<file path="src/rtl/uirq_pkg.sv">
// Package: shared tag type, status bit positions and the trigger level decode.
// Assumes the queue depth is a power of two and at least 4.
package uirq_pkg;

    // Per-byte line error tags, bit0 parity, bit1 frame, bit2 break
    typedef struct packed {
        logic brk;
        logic frm;
        logic par;
    } rx_tags_t;

    localparam int TAG_W = 3;

    // Status word bit positions
    localparam int ST_RX_RDY   = 0;
    localparam int ST_TX_EMPTY = 1;
    localparam int ST_TX_IDLE  = 2;
    localparam int ST_OVR      = 3;
    localparam int ST_PAR      = 4;
    localparam int ST_FRM      = 5;
    localparam int ST_BRK      = 6;
    localparam int ST_TMO      = 7;

    // Trigger level from its 2-bit code, scaled by the queue depth
    function automatic int trig_level(input logic [1:0] code, input int depth);
        case (code)
            2'd0:    return 1;
            2'd1:    return depth / 4;
            2'd2:    return depth / 2;
            default: return (3 * depth) / 4;
        endcase
    endfunction

endpackage

</file>
<file path="src/rtl/uirq_rx_fifo.sv">
// Receive queue: stores each byte with its error tags and presents the oldest entry.
// In single-byte mode the usable capacity is one entry. head_fresh pulses for one
// cycle after a new entry becomes the oldest one.
// Assumes DEPTH is a power of two so the pointers wrap naturally.
module uirq_rx_fifo #(
    parameter int DEPTH = 16,
    parameter int DW    = 8,
    parameter int TW    = 3,
    localparam int AW   = $clog2(DEPTH),
    localparam int LW   = $clog2(DEPTH + 1)
) (
    input  logic          clk,
    input  logic          rst_n,
    input  logic          fifo_en,
    input  logic          wr,
    input  logic [DW-1:0] wdata,
    input  logic [TW-1:0] wtags,
    input  logic          rd,
    output logic          full,
    output logic [LW-1:0] level,
    output logic [DW-1:0] head_data,
    output logic [TW-1:0] head_tags,
    output logic          head_fresh
);
    localparam int EW = DW + TW;

    logic [EW-1:0] mem [DEPTH];
    logic [AW-1:0] wptr, rptr;
    logic [LW-1:0] cap, level_nxt;
    logic          do_wr, do_rd, arrive;

    // Capacity depends on the mode; full compares against it
    always_comb begin
        cap       = fifo_en ? LW'(DEPTH) : LW'(1);
        full      = (level >= cap);
        do_wr     = wr && !full;
        do_rd     = rd && (level != '0);
        level_nxt = level + LW'(do_wr) - LW'(do_rd);
        arrive    = (do_rd && (level_nxt != '0)) || (do_wr && (level == '0));
    end

    // Entry storage, written without reset
    always_ff @(posedge clk) begin
        if (do_wr) mem[wptr] <= {wtags, wdata};
    end

    // Pointers, fill level and the head-arrival marker
    always_ff @(posedge clk) begin
        if (!rst_n) begin
            wptr       <= '0;
            rptr       <= '0;
            level      <= '0;
            head_fresh <= 1'b0;
        end else begin
            if (do_wr) wptr <= wptr + 1'b1;
            if (do_rd) rptr <= rptr + 1'b1;
            level      <= level_nxt;
            head_fresh <= arrive;
        end
    end

    // Oldest entry, zero while empty
    always_comb begin
        if (level != '0) {head_tags, head_data} = mem[rptr];
        else             {head_tags, head_data} = '0;
    end


    rx_level_bound_chk: assert property (@(posedge clk) disable iff (!rst_n)
        level <= LW'(DEPTH));

    rx_full_hold_chk: assert property (@(posedge clk) disable iff (!rst_n)
        (wr && full && !rd) |=> $stable(level));

    rx_pop_empty_chk: assert property (@(posedge clk) disable iff (!rst_n)
        (rd && !wr && level == '0) |=> level == '0);

endmodule

</file>
<file path="src/rtl/uirq_tx_track.sv">
// Transmit side tracker: counts the bytes waiting in the transmit queue and whether
// the shifter has a frame in flight. In single-byte mode the capacity is one.
// Assumes tx_load and tx_done come from the shifter as single-cycle pulses.
module uirq_tx_track #(
    parameter int DEPTH = 16,
    localparam int LW   = $clog2(DEPTH + 1)
) (
    input  logic          clk,
    input  logic          rst_n,
    input  logic          fifo_en,
    input  logic          push,
    input  logic          load,
    input  logic          done,
    output logic [LW-1:0] level,
    output logic          busy
);
    logic [LW-1:0] cap;
    logic          do_push, do_load;

    // Accept pushes below capacity and loads only when something is queued
    always_comb begin
        cap     = fifo_en ? LW'(DEPTH) : LW'(1);
        do_push = push && (level < cap);
        do_load = load && (level != '0);
    end

    // Level counter and in-flight flag
    always_ff @(posedge clk) begin
        if (!rst_n) begin
            level <= '0;
            busy  <= 1'b0;
        end else begin
            level <= level + LW'(do_push) - LW'(do_load);
            if (do_load)   busy <= 1'b1;
            else if (done) busy <= 1'b0;
        end
    end


    tx_level_bound_chk: assert property (@(posedge clk) disable iff (!rst_n)
        level <= LW'(DEPTH));

    tx_full_push_chk: assert property (@(posedge clk) disable iff (!rst_n)
        (push && !load && level >= cap) |=> $stable(level));

    tx_busy_load_chk: assert property (@(posedge clk) disable iff (!rst_n)
        (load && level != '0) |=> busy);

endmodule

</file>
<file path="src/rtl/uirq_req_gen.sv">
// One direction's request logic: compares the fill level with the decoded trigger
// level and routes the result to the interrupt line or to the DMA request line.
// IS_RX selects the comparison sense: receive fires at or above, transmit at or below.
module uirq_req_gen #(
    parameter int DEPTH = 16,
    parameter bit IS_RX = 1'b1,
    localparam int LW   = $clog2(DEPTH + 1)
) (
    input  logic          fifo_en,
    input  logic          dma_mode,
    input  logic [1:0]    trig_code,
    input  logic [LW-1:0] level,
    output logic          irq,
    output logic          dma
);
    logic [LW-1:0] trig;
    logic          cond;

    // Decoded trigger level
    always_comb trig = LW'(uirq_pkg::trig_level(trig_code, DEPTH));

    // Condition by direction
    generate
        if (IS_RX) begin : g_rx
            always_comb cond = fifo_en ? (level >= trig) : (level != '0);
        end else begin : g_tx
            always_comb cond = fifo_en ? (level <= trig) : (level == '0);
        end
    endgenerate

    // Routing by mode
    always_comb begin
        irq = cond && !dma_mode;
        dma = cond && dma_mode;
    end

endmodule

</file>
<file path="src/rtl/uirq_status.sv">
// Sticky error flags with clear-on-read. Queued-mode line errors come from the head
// entry when it becomes the oldest; single-byte mode line errors, overrun and time-out
// come straight from the frame event. A set in the read cycle wins over the clear.
module uirq_status (
    input  logic                clk,
    input  logic                rst_n,
    input  logic                fifo_en,
    input  logic                rx_done,
    input  uirq_pkg::rx_tags_t  rx_tags,
    input  logic                rx_full,
    input  logic                rx_timeout,
    input  logic                head_fresh,
    input  uirq_pkg::rx_tags_t  head_tags,
    input  logic                stat_rd,
    input  logic                err_ie,
    output logic                f_ovr,
    output logic                f_par,
    output logic                f_frm,
    output logic                f_brk,
    output logic                f_tmo,
    output logic                irq_err
);
    logic s_ovr, s_par, s_frm, s_brk, s_tmo, now_line, head_line;

    // Set terms from the two error paths
    always_comb begin
        now_line  = !fifo_en && rx_done;
        head_line = fifo_en && head_fresh;
        s_ovr = rx_done && rx_full;
        s_par = (now_line && rx_tags.par) || (head_line && head_tags.par);
        s_frm = (now_line && rx_tags.frm) || (head_line && head_tags.frm);
        s_brk = (now_line && rx_tags.brk) || (head_line && head_tags.brk);
        s_tmo = rx_timeout;
    end

    // Sticky flags: set, or hold unless read
    always_ff @(posedge clk) begin
        if (!rst_n) begin
            {f_ovr, f_par, f_frm, f_brk, f_tmo} <= '0;
        end else begin
            f_ovr <= s_ovr || (f_ovr && !stat_rd);
            f_par <= s_par || (f_par && !stat_rd);
            f_frm <= s_frm || (f_frm && !stat_rd);
            f_brk <= s_brk || (f_brk && !stat_rd);
            f_tmo <= s_tmo || (f_tmo && !stat_rd);
        end
    end

    // Error interrupt
    always_comb irq_err = err_ie && (f_ovr || f_par || f_frm || f_brk || f_tmo);


    ovr_set_chk: assert property (@(posedge clk) disable iff (!rst_n)
        (rx_done && rx_full) |=> f_ovr);

    tmo_set_chk: assert property (@(posedge clk) disable iff (!rst_n)
        rx_timeout |=> f_tmo);

    rd_clear_chk: assert property (@(posedge clk) disable iff (!rst_n)
        (stat_rd && !rx_done && !rx_timeout && !head_fresh) |=>
        !(f_ovr || f_par || f_frm || f_brk || f_tmo));

endmodule

</file>
<file path="src/rtl/uart_req_gen.sv">
// Top: UART interrupt and DMA request generator. Wires the receive queue, the
// transmit tracker, one request generator per direction and the status flags, and
// assembles the eight-bit status word.
// Assumes all event inputs are single-cycle pulses synchronous to clk.
module uart_req_gen #(
    parameter int DEPTH = 16,
    parameter int DW    = 8,
    localparam int LW   = $clog2(DEPTH + 1)
) (
    input  logic          clk,
    input  logic          rst_n,
    input  logic          cfg_fifo_en,
    input  logic          cfg_rx_dma,
    input  logic          cfg_tx_dma,
    input  logic          cfg_err_ie,
    input  logic [1:0]    cfg_rx_trig,
    input  logic [1:0]    cfg_tx_trig,
    input  logic          rx_done,
    input  logic [DW-1:0] rx_byte,
    input  logic          rx_frm_err,
    input  logic          rx_par_err,
    input  logic          rx_brk,
    input  logic          rx_timeout,
    input  logic          rx_pop,
    input  logic          tx_push,
    input  logic          tx_load,
    input  logic          tx_done,
    input  logic          stat_rd,
    output logic [7:0]    status,
    output logic [DW-1:0] rx_head,
    output logic [2:0]    rx_head_tags,
    output logic [LW-1:0] rx_level,
    output logic          irq_rx,
    output logic          irq_tx,
    output logic          irq_err,
    output logic          dma_rx_req,
    output logic          dma_tx_req
);
    import uirq_pkg::*;

    rx_tags_t      in_tags, hd_tags;
    logic          rx_full, head_fresh, tx_busy;
    logic [LW-1:0] tx_level;
    logic          f_ovr, f_par, f_frm, f_brk, f_tmo;

    // Pack the incoming error flags as tags
    always_comb begin
        in_tags.par  = rx_par_err;
        in_tags.frm  = rx_frm_err;
        in_tags.brk  = rx_brk;
        rx_head_tags = hd_tags;
    end

    uirq_rx_fifo #(.DEPTH(DEPTH), .DW(DW), .TW(TAG_W)) u_rx_fifo (
        .clk(clk), .rst_n(rst_n), .fifo_en(cfg_fifo_en),
        .wr(rx_done), .wdata(rx_byte), .wtags(in_tags), .rd(rx_pop),
        .full(rx_full), .level(rx_level), .head_data(rx_head),
        .head_tags(hd_tags), .head_fresh(head_fresh)
    );

    uirq_tx_track #(.DEPTH(DEPTH)) u_tx_track (
        .clk(clk), .rst_n(rst_n), .fifo_en(cfg_fifo_en),
        .push(tx_push), .load(tx_load), .done(tx_done),
        .level(tx_level), .busy(tx_busy)
    );

    uirq_req_gen #(.DEPTH(DEPTH), .IS_RX(1'b1)) u_rx_req (
        .fifo_en(cfg_fifo_en), .dma_mode(cfg_rx_dma), .trig_code(cfg_rx_trig),
        .level(rx_level), .irq(irq_rx), .dma(dma_rx_req)
    );

    uirq_req_gen #(.DEPTH(DEPTH), .IS_RX(1'b0)) u_tx_req (
        .fifo_en(cfg_fifo_en), .dma_mode(cfg_tx_dma), .trig_code(cfg_tx_trig),
        .level(tx_level), .irq(irq_tx), .dma(dma_tx_req)
    );

    uirq_status u_status (
        .clk(clk), .rst_n(rst_n), .fifo_en(cfg_fifo_en),
        .rx_done(rx_done), .rx_tags(in_tags), .rx_full(rx_full),
        .rx_timeout(rx_timeout), .head_fresh(head_fresh), .head_tags(hd_tags),
        .stat_rd(stat_rd), .err_ie(cfg_err_ie),
        .f_ovr(f_ovr), .f_par(f_par), .f_frm(f_frm), .f_brk(f_brk),
        .f_tmo(f_tmo), .irq_err(irq_err)
    );

    // Status word assembly
    always_comb begin
        status              = '0;
        status[ST_RX_RDY]   = (rx_level != '0);
        status[ST_TX_EMPTY] = (tx_level == '0);
        status[ST_TX_IDLE]  = (tx_level == '0) && !tx_busy;
        status[ST_OVR]      = f_ovr;
        status[ST_PAR]      = f_par;
        status[ST_FRM]      = f_frm;
        status[ST_BRK]      = f_brk;
        status[ST_TMO]      = f_tmo;
    end


    rx_route_excl_chk: assert property (@(posedge clk) disable iff (!rst_n)
        !(irq_rx && dma_rx_req) && !(irq_tx && dma_tx_req));

    err_irq_src_chk: assert property (@(posedge clk) disable iff (!rst_n)
        irq_err |-> (cfg_err_ie && $countones(status[7:3]) != 0));

    head_err_chk: assert property (@(posedge clk) disable iff (!rst_n)
        (cfg_fifo_en && head_fresh && hd_tags.par) |=> status[ST_PAR]);

endmodule

</file>
<file path="config.mk">
export PLATFORM = sky130hd
export DESIGN_NAME = uart_req_gen
export DESIGN_NICKNAME = d
export VERILOG_FILES = /design/src/rtl/uirq_pkg.sv /design/src/rtl/uirq_rx_fifo.sv /design/src/rtl/uirq_tx_track.sv /design/src/rtl/uirq_req_gen.sv /design/src/rtl/uirq_status.sv /design/src/rtl/uart_req_gen.sv
export SDC_FILE = /design/constraint.sdc
export NUM_CORES = 1
export LEC_CHECK = 0
export ABC_AREA = 1
export ABC_CLOCK_PERIOD_IN_PS = 7700
export BUFFER_PORTS_ARGS = -buffer_cell sky130_fd_sc_hd__buf_2
export CAP_MARGIN = 20
export CELL_PAD_IN_SITES_DETAIL_PLACEMENT = 0
export CELL_PAD_IN_SITES_GLOBAL_PLACEMENT = 1
export CORE_MARGIN = 2
export CORE_UTILIZATION = 55
export CTS_BUF_LIST = sky130_fd_sc_hd__clkbuf_8
export DETAILED_ROUTE_END_ITERATION = 7
export MAX_ROUTING_LAYER = met4
export PLACE_DENSITY_LB_ADDON = 0.25
export SYNTH_ARGS = -nofsm -noshare
export SYNTH_HDL_FRONTEND = slang
export SYNTH_SLANG_ARGS = --single-unit
export TNS_END_PERCENT = 20
</file>
<file path="constraint.sdc">
create_clock -name clk -period 7.7 [get_ports clk]
set_input_delay 1.54 -clock clk [delete_from_list [all_inputs] [get_ports clk]]
set_output_delay 1.54 -clock clk [all_outputs]
set_load 0.03 [all_outputs]
</file>
==> metrics.txt <==
outcome finished clean; post-CTS setup repair buffer count 0; Area Overhead vs Synth 11.7%; hold buffers post-CTS 0; port bufs 56; Synth Register Bits 205; initial antenna violation count 0; net count of the mapped netlist 838; Leak Pwr around 3.8 nW; CP Cell Sequence buf_4, inv_8, o21ai_0, o221ai_1, nand3_1, a21oi_1, buf_2; ys flop type edfxtp_1; Post-Route Skew approximately 17 ps; Hold Path Class reg2reg; Clock Latency Late Sink 510 ps; CP Class reg2out; DP HPWL 12500 µm; PostCTS Resize Cnt 0; Distinct cells, synth 36; crit end category output port; Syn Std Cell Area between 8000 and 9000 µm²; Placement Setup Slack 3320 ps; Yosys Warn Count 0; Ports between 50 and 60; required time of the critical path approximately 6200 ps; crit-path max cell delay 950 ps; routed vias 6073; number of global-route vias before repair 6118; Die Wd 131 µm; max_slew headroom 28.8%; layout cell share with drive strength beyond 1 roughly 14%; # H-tree levels 2; Setup crit start kind register; Fin. Hold Viols 0; Core Box Area ~16000 µm²; CTS sink cnt 205; # diodes 0; site row count 46; grt ovf 0; top post-synthesis cells by area edfxtp_1 59%, dfxtp_1 6.5%, nor2_1 4.8%; number of vias per cell 5.59; Worst Path Arrival 3320 ps; initial drt markers 600; Post-synth EDFFs about 180; clock root buffer master clkbuf_8; highest clock rate 206 MHz; area post-placement 9280 µm²; Worst-path clk slew 60 ps; DRC Markers 0; drt first pass iters 5; Async SR Flop Fraction 0%; reg2reg setup slack 4700 ps; Cell Pwr Density around 320 nW/µm²; Final Critical Period between 4000 and 5000 ps; fin nets 907; Worst Tran Pin Value between 1000 and 1500 ps; Final ANT Viol Nets 0; largest area contributor in the netlist edfxtp_1; gpl congestion 0.804; CTS Buf Count 35; CP max FO 88; placed cells 1021; RSZ-0062 raised after global routing no; Power, Total 3.24 mW; area share of the largest cell type after synthesis between 50% and 60%; register area share after synthesis 65.7%; Post-Syn Instances 778; die footprint 17300 µm²; commonest non-fill, non-tap cell in the layout edfxtp_1; Slew Limit Fails 0; setup violators final 0; Slowest-stage cell, CP dfxtp_2; DR WL/cell between 15 and 20 µm; first-pass GRT wire length 32300 µm; period utilization 63.1%; CTS tree yes; final worst slack 2840 ps; worst ir drop on vdd around 210 µV; Die Y 131 µm; Final Core Density 62.8%; pin count of the biggest net entering global routing 89; Clock Tree Buf Depth 3; Starting Density 56.2%; commonest non-fill, non-tap cells in the layout 176 x edfxtp_1, 115 x nor2_1, 100 x nand2_1; Max-Cap Viols 0; Routed WL 20200 µm; Non-Filler Instances 1086; Hold Slack between 400 and 500 ps; Final TNS setup 0 ps; Design Area, Final 9970 µm²; All-Layer GR Usage roughly a quarter; Post-Syn Area per Cell 11.5 µm²
## synth_stat cells (all sizes together), types with 2 or more instances
cell / n
nand3: 67
o21ai: 77
dfxtp: 29
o211ai: 8
nand2: 100
xnor2: 3
edfxtp: 176
nand4: 3
xor2: 3
o221ai: 24
buf: 36
clkbuf: 6
inv: 60
fa: 2
nor2: 115
nor3: 2
ha: 30
a21oi: 30
## final cells by class
class	instances	area [µm²]
fillers	1285	5910
flip-flops and latches	205	5870
multi-input cells	471	2510
clock buffers	38	523
repair buffers	74	453
well taps	216	270
inverters	60	235
clock inverters	22	114
## routing by layer
layer  GRT usage, %  up-vias  part of all wire [%]  wire length, µm
li1               -     2886                     -                -
met1           31.4     2960                    44             8830
met2           40.6      201                    49             9980
met3           4.94       26                   5.6             1140
met4           7.07        0                   1.5              295
met5              -        -                     0                0
## state kept, by name, indices dropped and copies added (netlist names), named ones only
register,cells
u_rx_fifo.head_fresh,1
u_status.f_frm,1
u_status.f_tmo,1
u_rx_fifo.level,5
u_status.f_ovr,1
u_tx_track.busy,1
u_rx_fifo.rptr,4
u_rx_fifo.mem,176
u_status.f_par,1
u_rx_fifo.wptr,4
u_status.f_brk,1
u_tx_track.level,5
## where the power goes
part | internal (mW) | switching (mW) | total [mW]
Sequential | 1.28 | 0.0612 | 1.34
Clock | 0.485 | 0.408 | 0.893
Combinational | 0.309 | 0.694 | 1.00
## worst paths after layout
check                                   startpoint                    to  cells after the start
worst max-delay path                      register            rx_head[0]                      7
worst min-delay path               u_tx_track.busy       u_tx_track.busy                      2
worst min register to register     u_tx_track.busy       u_tx_track.busy                      2
worst max register to register  u_rx_fifo.level[2]  u_rx_fifo.head_fresh                     15
## cells by family after synthesis
| group | count (synthesis) | share of synthesized area [%] |
|---|---|---|
| buffers and inverters | 102 | 6.18 |
| xor gates and xnor gates | 6 | 0.589 |
| adders and majority gates | 32 | 4.65 |
| and+or+nand+nor | 287 | 13.2 |
| DFF | 205 | 65.7 |
| AOI/OAI and AO/OA | 146 | 9.64 |
## worst max-delay path, delay by kind of cell (launching register included)
| kind | cells | cell delay (ps) |
|---|---|---|
| compound gates | 3 | 510 |
| buf+inv | 3 | 1040 |
| flops | 1 | 950 |
| simple gates | 1 | 210 |
Note: power is estimated with default switching activity, not from simulation.
